<file path="src/rtl/fsc_pkg.sv">
package fsc_pkg;
    typedef enum logic [3:0] {
        FS_RUN        = 4'd0,
        FS_IDLE       = 4'd1,
        FS_SQUASH     = 4'd2,
        FS_BLOCKED    = 4'd3,
        FS_TRAP       = 4'd4,
        FS_QUIESCE    = 4'd5,
        FS_WAIT_RESP  = 4'd6,
        FS_WAIT_RETRY = 4'd7,
        FS_ACC_DONE   = 4'd8
    } fstat_e;

    localparam int STAGES  = 4;
    localparam int STG_DEC = 0;
    localparam int STG_REN = 1;
    localparam int STG_EXE = 2;
    localparam int STG_CMT = 3;
endpackage

</file>
<file path="src/rtl/fsc_stall_flags.sv">
module fsc_stall_flags import fsc_pkg::*; (
    input  logic              clk,
    input  logic              rst_n,
    input  logic [STAGES-1:0] blk,
    input  logic [STAGES-1:0] unblk,
    output logic [STAGES-1:0] flags_q,
    output logic              any_next
);
    logic [STAGES-1:0] flags_n;

    always_comb begin
        flags_n  = (flags_q | blk) & ~unblk;
        any_next = |flags_n;
    end

    always_ff @(posedge clk) begin
        if (!rst_n) flags_q <= '0;
        else        flags_q <= flags_n;
    end

    // unblock only on a set flag, never together with block
    assert_unblock_legal_R2: assert property (@(posedge clk) disable iff (!rst_n)
        ((unblk & ~flags_q) | (unblk & blk)) == '0);
    // a block pulse leaves the flag set
    assert_block_sticks_R2: assert property (@(posedge clk) disable iff (!rst_n)
        (|blk) |=> ((flags_q & $past(blk)) == $past(blk)));
endmodule

</file>
<file path="src/rtl/fsc_thread_fsm.sv">
module fsc_thread_fsm import fsc_pkg::*; #(
    parameter int ID_W = 4
) (
    input  logic            clk,
    input  logic            rst_n,
    input  logic            commit_sq,
    input  logic            rob_sq,
    input  logic            dec_sq,
    input  logic            stalled,
    input  logic            resp_hit,
    input  logic [ID_W-1:0] resp_id,
    input  logic            grant,
    input  logic [ID_W-1:0] slot_id,
    input  logic            issue_hit,
    input  logic [ID_W-1:0] issue_id,
    input  logic            issue_ok,
    input  logic            cache_blocked,
    output fstat_e          status_o,
    output logic            drop_o,
    output logic            refuse_o,
    output logic            discard_o
);
    fstat_e          st_q, st_n, st_sig;
    logic [ID_W-1:0] oid_q, oid_n;
    logic            discard_n;

    // next-state: signal update, response, retry grant, issue
    always_comb begin
        st_sig    = st_q;
        drop_o    = 1'b0;
        discard_n = 1'b0;
        refuse_o  = 1'b0;
        oid_n     = oid_q;
        if (commit_sq) begin
            st_sig = FS_SQUASH;
            drop_o = 1'b1;
        end else if (rob_sq) begin
            st_sig = FS_SQUASH;
            drop_o = 1'b1;
        end else if (dec_sq && st_q != FS_SQUASH) begin
            st_sig = FS_SQUASH;
            drop_o = 1'b1;
        end else if (stalled && st_q != FS_WAIT_RESP && st_q != FS_WAIT_RETRY) begin
            st_sig = FS_BLOCKED;
        end else if (st_q == FS_BLOCKED || st_q == FS_SQUASH) begin
            st_sig = FS_RUN;
        end

        st_n = st_sig;
        if (resp_hit) begin
            if (st_sig == FS_WAIT_RESP && resp_id == oid_q)
                st_n = stalled ? FS_BLOCKED : FS_ACC_DONE;
            else
                discard_n = 1'b1;
        end

        if (grant && st_n == FS_WAIT_RETRY) begin
            st_n  = FS_WAIT_RESP;
            oid_n = slot_id;
        end

        if (issue_hit && !cache_blocked && (st_n == FS_RUN || st_n == FS_ACC_DONE)) begin
            if (issue_ok) begin
                st_n  = FS_WAIT_RESP;
                oid_n = issue_id;
            end else begin
                st_n     = FS_WAIT_RETRY;
                refuse_o = 1'b1;
            end
        end
    end

    // state register
    always_ff @(posedge clk) begin
        if (!rst_n) begin
            st_q  <= FS_RUN;
            oid_q <= '0;
        end else begin
            st_q  <= st_n;
            oid_q <= oid_n;
        end
    end

    // outputs
    always_ff @(posedge clk) begin
        if (!rst_n) discard_o <= 1'b0;
        else        discard_o <= discard_n;
    end
    assign status_o = st_q;

    assert_commit_wins_R4: assert property (@(posedge clk) disable iff (!rst_n)
        commit_sq |=> st_q == FS_SQUASH);
    assert_rob_holds_R5: assert property (@(posedge clk) disable iff (!rst_n)
        (rob_sq && !commit_sq) |=> st_q == FS_SQUASH);
    assert_wait_ignores_stall_R7: assert property (@(posedge clk) disable iff (!rst_n)
        ((st_q == FS_WAIT_RESP || st_q == FS_WAIT_RETRY) && stalled && !commit_sq && !rob_sq
         && !dec_sq && !resp_hit && !grant) |=> $stable(st_q));
    assert_stray_resp_dropped_R10: assert property (@(posedge clk) disable iff (!rst_n)
        (resp_hit && st_q != FS_WAIT_RESP) |=> discard_o);
endmodule

</file>
<file path="src/rtl/fsc_retry_slot.sv">
module fsc_retry_slot #(
    parameter int NT    = 2,
    parameter int TID_W = 1,
    parameter int ID_W  = 4
) (
    input  logic             clk,
    input  logic             rst_n,
    input  logic             retry_valid,
    input  logic             resend_ok,
    input  logic [NT-1:0]    drop,
    input  logic [NT-1:0]    refuse,
    input  logic [ID_W-1:0]  refuse_id,
    output logic             slot_v_q,
    output logic [TID_W-1:0] slot_tid_q,
    output logic [ID_W-1:0]  slot_id_q,
    output logic             cb_q,
    output logic [NT-1:0]    grant
);
    logic             live, fire, any_refuse, v_n, cb_n;
    logic [TID_W-1:0] tid_n, refuse_tid;
    logic [ID_W-1:0]  id_n;

    always_comb begin
        refuse_tid = '0;
        for (int t = 0; t < NT; t++)
            if (refuse[t]) refuse_tid = TID_W'(t);
        any_refuse = |refuse;
        live = slot_v_q && !drop[slot_tid_q];
        fire = retry_valid && resend_ok && live;
        grant = '0;
        for (int t = 0; t < NT; t++)
            grant[t] = fire && (slot_tid_q == TID_W'(t));
        v_n   = live && !fire;
        tid_n = slot_tid_q;
        id_n  = slot_id_q;
        cb_n  = cb_q;
        if (retry_valid && (!live || fire)) cb_n = 1'b0;
        if (any_refuse) begin
            v_n   = 1'b1;
            tid_n = refuse_tid;
            id_n  = refuse_id;
            cb_n  = 1'b1;
        end
    end

    always_ff @(posedge clk) begin
        if (!rst_n) begin
            slot_v_q   <= 1'b0;
            slot_tid_q <= '0;
            slot_id_q  <= '0;
            cb_q       <= 1'b0;
        end else begin
            slot_v_q   <= v_n;
            slot_tid_q <= tid_n;
            slot_id_q  <= id_n;
            cb_q       <= cb_n;
        end
    end

    assert_single_refuse_R9: assert property (@(posedge clk) disable iff (!rst_n)
        $onehot0(refuse));
    assert_empty_retry_unblocks_R12: assert property (@(posedge clk) disable iff (!rst_n)
        (retry_valid && !slot_v_q && !any_refuse) |=> !cb_q);
    assert_grant_frees_slot_R11: assert property (@(posedge clk) disable iff (!rst_n)
        (|grant) |=> (!slot_v_q && !cb_q));
endmodule

</file>
<file path="src/rtl/fetch_status_ctrl.sv">
module fetch_status_ctrl import fsc_pkg::*; #(
    parameter int NUM_THREADS = 2,
    parameter int ID_W        = 4,
    localparam int TID_W      = (NUM_THREADS > 1) ? $clog2(NUM_THREADS) : 1
) (
    input  logic                                clk,
    input  logic                                rst_n,
    input  logic [NUM_THREADS-1:0][STAGES-1:0]  stage_block,
    input  logic [NUM_THREADS-1:0][STAGES-1:0]  stage_unblock,
    input  logic                                ctx_stall,
    input  logic [NUM_THREADS-1:0]              commit_squash,
    input  logic [NUM_THREADS-1:0]              rob_squashing,
    input  logic [NUM_THREADS-1:0]              decode_squash,
    input  logic                                issue_valid,
    input  logic [TID_W-1:0]                    issue_tid,
    input  logic [ID_W-1:0]                     issue_id,
    input  logic                                issue_accept,
    input  logic                                resp_valid,
    input  logic [TID_W-1:0]                    resp_tid,
    input  logic [ID_W-1:0]                     resp_id,
    input  logic                                retry_valid,
    input  logic                                retry_resend_ok,
    output logic [NUM_THREADS-1:0][3:0]         thread_status,
    output logic                                retry_pending,
    output logic [TID_W-1:0]                    retry_tid,
    output logic                                cache_blocked,
    output logic                                resp_discard
);
    logic [NUM_THREADS-1:0] drop, refuse, grant, discard;
    logic [ID_W-1:0]        slot_id;

    for (genvar t = 0; t < NUM_THREADS; t++) begin : g_thr
        logic [STAGES-1:0] flags_q;
        logic              any_next;
        fstat_e            st;

        fsc_stall_flags u_flags (
            .clk      (clk),
            .rst_n    (rst_n),
            .blk      (stage_block[t]),
            .unblk    (stage_unblock[t]),
            .flags_q  (flags_q),
            .any_next (any_next)
        );

        fsc_thread_fsm #(.ID_W(ID_W)) u_fsm (
            .clk           (clk),
            .rst_n         (rst_n),
            .commit_sq     (commit_squash[t]),
            .rob_sq        (rob_squashing[t]),
            .dec_sq        (decode_squash[t]),
            .stalled       (any_next | ctx_stall),
            .resp_hit      (resp_valid && resp_tid == TID_W'(t)),
            .resp_id       (resp_id),
            .grant         (grant[t]),
            .slot_id       (slot_id),
            .issue_hit     (issue_valid && issue_tid == TID_W'(t)),
            .issue_id      (issue_id),
            .issue_ok      (issue_accept),
            .cache_blocked (cache_blocked),
            .status_o      (st),
            .drop_o        (drop[t]),
            .refuse_o      (refuse[t]),
            .discard_o     (discard[t])
        );

        assign thread_status[t] = st;

        assert_blocked_by_flag_R2: assert property (@(posedge clk) disable iff (!rst_n)
            (|flags_q && st != FS_WAIT_RESP && st != FS_WAIT_RETRY) |-> st != FS_RUN);
    end

    fsc_retry_slot #(.NT(NUM_THREADS), .TID_W(TID_W), .ID_W(ID_W)) u_slot (
        .clk         (clk),
        .rst_n       (rst_n),
        .retry_valid (retry_valid),
        .resend_ok   (retry_resend_ok),
        .drop        (drop),
        .refuse      (refuse),
        .refuse_id   (issue_id),
        .slot_v_q    (retry_pending),
        .slot_tid_q  (retry_tid),
        .slot_id_q   (slot_id),
        .cb_q        (cache_blocked),
        .grant       (grant)
    );

    assign resp_discard = |discard;

    // slot owner sits in WaitRetry
    assert_slot_owner_waits_R13: assert property (@(posedge clk) disable iff (!rst_n)
        retry_pending |-> fstat_e'(thread_status[retry_tid]) == FS_WAIT_RETRY);
    assert_pending_means_blocked_R9: assert property (@(posedge clk) disable iff (!rst_n)
        retry_pending |-> cache_blocked);
endmodule

</file>
<file path="config.mk">
export PLATFORM = sky130hd
export DESIGN_NAME = fetch_status_ctrl
export DESIGN_NICKNAME = d
export VERILOG_FILES = /design/src/rtl/fsc_pkg.sv /design/src/rtl/fsc_stall_flags.sv /design/src/rtl/fsc_thread_fsm.sv /design/src/rtl/fsc_retry_slot.sv /design/src/rtl/fetch_status_ctrl.sv
export SDC_FILE = /design/constraint.sdc
export NUM_CORES = 1
export LEC_CHECK = 0
export BUFFER_PORTS_ARGS = -buffer_cell sky130_fd_sc_hd__buf_2
export CAP_MARGIN = 20
export CORE_ASPECT_RATIO = 0.75
export CORE_MARGIN = 5
export CORE_UTILIZATION = 35
export CTS_CLUSTER_SIZE = 40
export DETAILED_ROUTE_END_ITERATION = 10
export GPL_TIMING_DRIVEN = 0
export PLACE_DENSITY = 0.55
export SETUP_SLACK_MARGIN = 0.1
export SYNTH_ARGS = -nofsm -noshare
export SYNTH_HDL_FRONTEND = slang
export SYNTH_HIERARCHICAL = 1
export SYNTH_SLANG_ARGS = --single-unit
</file>
<file path="constraint.sdc">
create_clock -name clk -period 3.7 [get_ports clk]
set_input_delay 0.74 -clock clk [delete_from_list [all_inputs] [get_ports clk]]
set_output_delay 0.74 -clock clk [all_outputs]
set_load 0.005 [all_outputs]
</file>
Word-level counts from Yosys, hierarchy flattened --
Cells that the tools add are included.
Cells by class: reduce and logical (&&, ||, !) cells 43, order comparisons 1, equality and inequality tests 18, bitwise logic cells 11, multiplexer cells 44
Operators by type and width (number):
- two-way mux 4 bit | 26
- logical AND 1 bit | 25
- two-way mux 1 bit | 18
- == test 4 x 2 -> 1 bit, second input constant | 4
- == test 4 x 3 -> 1 bit, second input constant | 4
- inequality test 4 x 3 -> 1 bit, second input constant | 4
- AND 4 bit | 2
- == test 4 bit | 2
- == test 4 bit, second input constant | 2
- zero test 4 bit | 2
- inequality test 4 x 2 -> 1 bit, second input constant | 2
- inverter 4 bit | 2
- OR 4 bit | 2
- OR reduction 4 bit | 2
- logical OR 1 bit | 5
- zero test 1 bit | 4
- AND reduction 2 bit | 2
- OR reduction 2 bit | 2
- inverter 1 bit | 3
- < comparator 1 x 2 -> 1 bit, second input constant | 1
- OR 1 bit | 2
- nonzero test 2 bit | 1
Storage, ports and cells: word-level logic and storage cells 129, input port bits 40, flip-flop bits (word level) 33, output and inout bits 12

Depth between registers and ports, before layout --
depth in word-level cells 23, gate-level depth with buffers 12, gate-level depth less buffers 11

Modules after synthesis --
The synthesis kept the hierarchy.
By module, submodules not included:
- fsc_thread_fsm | cells each 80, area each 668.1 um^2, seq. area each 180.2 um^2, instances 2
- fsc_stall_flags | cells each 14, area each 168.9 um^2, seq. area each 80.1 um^2, instances 2
- fsc_retry_slot | cells each 34, area each 292.8 um^2, seq. area each 140.1 um^2, instances 1
- fetch_status_ctrl | cells each 7, area each 43.8 um^2, seq. area each 0.0 um^2, instances 1

Least setup slack after synthesis --
Ideal clock, no wire load.
path type input-to-reg, from in stage_block[5] (netlist bit), to reg u_slot.slot_id_q[0], required time 3.576 ns, library setup time 0.124 ns, stages on the path 12, path slack 0.676 ns, arrival time 2.900 ns, path buffers 1, path through o21bai_1 > nand4_1 > or2_1 > nand2b_1 > nor4b_1 > a22oi_1 > or4_1 > buf_2 > nor2_1 > nor2_2 > nand2_1 > a21boi_0
On the way: word-level cells in the longest chain between the ends 22, elaborated cells on any way between the ends 24, classes of those cells eq/ne: 3; mux: 9; bitwise: 3; reduce/logical: 9
RTL lines:
- start, declared | line fetch_status_ctrl.sv:8 | input logic [NUM_THREADS-1:0][STAGES-1:0] stage_block,
- OR 4 bit (*) | line fsc_stall_flags.sv:12 | flags_n = (flags_q | blk) & ~unblk;
- AND 4 bit (*) | line fsc_stall_flags.sv:12
- OR reduction 4 bit (*) | line fsc_stall_flags.sv:13 | any_next = |flags_n;
- net g_thr[1].any_next | line fetch_status_ctrl.sv:34 | logic any_next;
- OR 1 bit (*) | line fetch_status_ctrl.sv:52 | .stalled (any_next | ctx_stall),
- logical AND 1 bit (2 in series) | line fsc_thread_fsm.sv:43 | end else if (stalled && st_q != FS_WAIT_RESP && st_q != FS_WAIT_RETRY) begin
- two-way mux 4 bit | line fsc_thread_fsm.sv:43
- two-way mux 4 bit | line fsc_thread_fsm.sv:40 | end else if (dec_sq && st_q != FS_SQUASH) begin
- [7 not listed]
- logical AND 1 bit | line fsc_thread_fsm.sv:57 | if (grant && st_n == FS_WAIT_RETRY) begin
- two-way mux 4 bit (*) | line fsc_thread_fsm.sv:57
- == test 4 bit / zero test 4 bit (equally long branches) | line fsc_thread_fsm.sv:62 | if (issue_hit && !cache_blocked && (st_n == FS_RUN || st_n == FS_ACC_DONE)) begin
- logical OR 1 bit (*) | line fsc_thread_fsm.sv:62
- logical AND 1 bit (*) | line fsc_thread_fsm.sv:62
- two-way mux 1 bit (*) | line fsc_thread_fsm.sv:62
- net refuse[1] | line fetch_status_ctrl.sv:29 | logic [NUM_THREADS-1:0] drop, refuse, grant, discard;
- OR reduction 2 bit (*) | line fsc_retry_slot.sv:27 | any_refuse = |refuse;
- end signal, assigned | line fsc_retry_slot.sv:55 | slot_id_q <= id_n;
- end, declared | line fsc_retry_slot.sv:15 | output logic [ID_W-1:0] slot_id_q,
Mark *: on every way through the listed nets, which the timed path passes. The rest lies on a longest branch. A chain may end at the register's enable or synchronous reset.

Final worst setup path --
from in stage_block[1] (netlist bit), to reg u_slot.slot_id_q[1]
On the way: word-level cells in the longest chain between the ends 22, elaborated cells on any way between the ends 24, classes of those cells eq/ne: 3; mux: 9; bitwise: 3; reduce/logical: 9
RTL lines (line):
- OR 4 bit (*) | fsc_stall_flags.sv:12
- AND 4 bit (*) | fsc_stall_flags.sv:12
- OR reduction 4 bit (*) | fsc_stall_flags.sv:13
- net g_thr[0].any_next | fetch_status_ctrl.sv:34
- OR 1 bit (*) | fetch_status_ctrl.sv:52
- logical AND 1 bit (2 in series) | fsc_thread_fsm.sv:43
- two-way mux 4 bit | fsc_thread_fsm.sv:43
- two-way mux 4 bit | fsc_thread_fsm.sv:40
- [7 not listed]
- logical AND 1 bit | fsc_thread_fsm.sv:57
- two-way mux 4 bit (*) | fsc_thread_fsm.sv:57
- == test 4 bit / zero test 4 bit (equally long branches) | fsc_thread_fsm.sv:62
- logical OR 1 bit (*) | fsc_thread_fsm.sv:62
- logical AND 1 bit (*) | fsc_thread_fsm.sv:62
- two-way mux 1 bit (*) | fsc_thread_fsm.sv:62
- net refuse[0] | fetch_status_ctrl.sv:29
- OR reduction 2 bit (*) | fsc_retry_slot.sv:27
Marks and branches as above.

==> impl_metrics.yaml <==
logic_synthesis:
  syn_avg_cell_area_um2: 8.78
  synthesis.instances: 229
  yosysTopAreaCellShare_pct: 32.9
  yosys_warnings: 6
  synthFlopType: "dfxtp_1"
  synthTopCellsByArea: "dfxtp_1 (33%), o21bai_4 (5.6%), a21oi_1 (4.5%)"
  ys_seq_elements: 33
  async_flop_share_pct: 0
  syn-cell-area_mm2: 0.00201
  synth_edf_count: 0
  synth.distinct_cells: 47
  yosysSeqAreaShare_pct: 32.9
  syn_nets: 269
  synth_area_leader_cell: "dfxtp_1"
setup_path:
  r2r_cells: 12
  path_max_fanout: 8
  cp-start-kind: "input pin"
  crit_type: "input pin to flip-flop"
  arrival_ns: 3.49
  endpoint_kind: "flip-flop"
  timing.critical_path.required_ns: 3.87
placement:
  io_buffers: 51
  place_congestion: 0.874
  hpwl_mm: 4.08
cts:
  cts_tree: "yes"
  cts_buffer_depth: 2
  hold_buffers: 0
  htreeDepth: 2
  clk_latency_ns: 0.29
  clkSlewWorstSetupHoldPaths_ns: 0.07
  cts_buffers: 5
  cts-root-buf: "clkbuf_8"
  cts.sinks: 33
  post_cts_resized: 0
  cts_setup_buffers: 0
run:
  maxCapViolCount: 0
cells_and_area:
  n_antenna_cell: 0
  multi_input_area_mm2: 0.00127
  fillCellCount: 574
  drive_gt1_share_pct: 29.2
  nets: 327
  regArea_um2: 661
  syn_to_final_growth_pct: 23.3
  finish.utilization_pct: 45.4
sta:
  period_share_pct: 89.8
  drv_slew: 0
  finalCriticalPeriod_ns: 3.32
  fmax_ghz: 0.301
  setup_viol: 0
  worst_pin_slew_ns: 0.556
  grt_setup_unrepaired: "false"
  clock_skew_ns: 0.00696
  relSlewSlack_pct: 62.8
  hold_viol: 0
  tns_ns: 0
drt:
  via_count: 1869
  routedWlPerCell_um: 14.2
  drc: 0
  via_per_inst: 5.15
  wirelength_mm: 5.16
  detail_route.first_pass.iterations: 4
  drtAntennaViolNets: 0
  drt_iter0_markers: 103
floorplan:
  start_util_pct: 36.8
  die_area_mm2: 0.00738
  core_region_area_mm2: 0.00547
  rows: 23
  fp.dieH_um: 75.6
  die_w_um: 97.5
  io-pin-count: 52
worst_hold_path:
  whs_path_depth: 2
  hp-class: "flip-flop to flip-flop"
global_routing:
  grt_pass1_vias: 1738
  grtUsageMet2_pct: 21.6
  grt-busiest-layer: "met2"
  grt_util_met1_pct: 19.9
  grt_use_met3_pct: 5.31
  grt_pass1_wl_mm: 8.58
  grt_overflow_total: 0
  grt_max_degree: 13
  grtUsageTotal_pct: 14.6
  grt_antenna_before_repair: 0
power:
  vdd_drop_max_v: 0.000151
  leakage_nw: 0.957
  p_per_area_mw_per_mm2: 337
status:
  outcome: "completed"
==> worst max-delay path, cell delays in order <==
cell	delay, ns
buf_2	0.09
o21bai_1	0.18
nand4_1	0.09
or2_1	0.33
nand2b_1	0.19
nor4b_1	0.26
a22oi_1	0.14
or4_1	0.52
buf_2	0.20
nor2_1	0.44
nor2_2	0.13
nand2_1	0.10
a21boi_0	0.08
==> placed cells by master (no fill, tap or decap), types with 7 or more instances in the layout <==
cell type  instances
a21boi_0           7
a21oi_1           18
buf_2             53
dfxtp_1           33
inv_1             13
mux2i_1            9
nand2_1           10
nor2_1            23
o21ai_0           11
o31ai_1            9
xor2_1             8
==> report_power, final <==
part	switching, W	leakage (nW)	internal (W)
Clock	0.000141	0.0574	0.000219
Combinational	0.0000570	0.631	0.0000507
Sequential	0.00000658	0.268	0.000362
==> cells by family after synthesis <==
group / Yosys count / share of synthesized area, %
XOR/XNOR: 8 / 3.48
buffers and inverters: 21 / 4.05
AND/OR/NAND/NOR: 80 / 23.6
AO/OA/AOI/OAI: 78 / 31.5
multiplexers: 9 / 4.48
flip-flops: 33 / 32.9
==> per-stage QoR <==
stage                     area (µm²)  power [W]  hold slack (ns)  worst slack, ns  std cells
after floorplan                 2010   0.000438            0.452            0.676        229
after global placement          2360   0.000485            0.472            0.122        355
after detailed placement        2360   0.000484            0.476            0.141        355
after CTS                       2480   0.000848            0.494            0.441        363
after global routing            2480   0.000875            0.522            0.131        363
final                           2480   0.000837            0.494            0.379        363
==> state kept, by name (all words and copies together) (netlist names) <==
name,count
g_thr.u_fsm/oid_q,8
u_slot/slot_id_q,4
u_slot/cb_q,1
u_slot/slot_v_q,1
g_thr.u_fsm/discard_o,2
u_slot/slot_tid_q,1
g_thr.u_flags/flags_q,8
g_thr.u_fsm/status_o,8
==> path summary, 6_finish.rpt <==
check | start | endpoint | slack, ns
worst max-delay path | stage_block[1] | u_slot/slot_id_q[1]$_SDFFE_PN0P_ | 0.38
worst min-delay path | g_thr[0].u_flags/flags_q[1]$_SDFF_PN0_ | g_thr[0].u_flags/flags_q[1]$_SDFF_PN0_ | 0.49
worst max register to register | g_thr[0].u_flags/flags_q[1]$_SDFF_PN0_ | u_slot/slot_id_q[1]$_SDFFE_PN0P_ | 0.64
worst min register to register | g_thr[0].u_flags/flags_q[1]$_SDFF_PN0_ | g_thr[0].u_flags/flags_q[1]$_SDFF_PN0_ | 0.49
==> per-layer routing <==
metal | wire (µm) | up-vias
met4 | 46 | 0
met3 | 436 | 7
met2 | 2180 | 64
met1 | 2500 | 845
li1 | - | 953
met5 | 0 | -
==> layout make-up <==
type	instances	area share, %
multi-input cells	175	51.2
flip-flops and latches	33	26.6
repair buffers	51	10.3
well taps	75	3.78
clock buffers	6	3.33
inverters	15	2.27
clock inverters	2	1.51
plain buffers	6	1.01
==> Yosys cell counts, types with 2 or more instances <==
master,instances
dfxtp_1,33
nand4_1,6
a211oi_1,2
o21bai_1,2
o21bai_4,6
inv_1,13
a2111oi_4,2
or2_1,3
a211o_1,2
nand3_1,3
a21boi_0,7
a21oi_1,18
o21ai_2,2
nor3_1,4
or4_1,2
o211ai_1,2
and4_1,2
a41o_1,2
nand2b_1,2
nand2_1,10
inv_2,2
buf_2,2
or3_1,2
a22oi_1,2
nor4_4,2
buf_1,2
o21ai_0,11
o31ai_1,9
clkbuf_1,2
nor2b_1,5
nor2_1,23
a221oi_1,2
xor2_1,8
o21a_1,3
and2_4,2
nor4b_1,2
or2_2,2
or2_4,2
and2_1,2
or2b_1,2
o31a_1,2
mux2i_1,9
o21ai_1,2
or3b_4,2
a41oi_1,2
No activity file was read; power rests on OpenSTA's default activity.
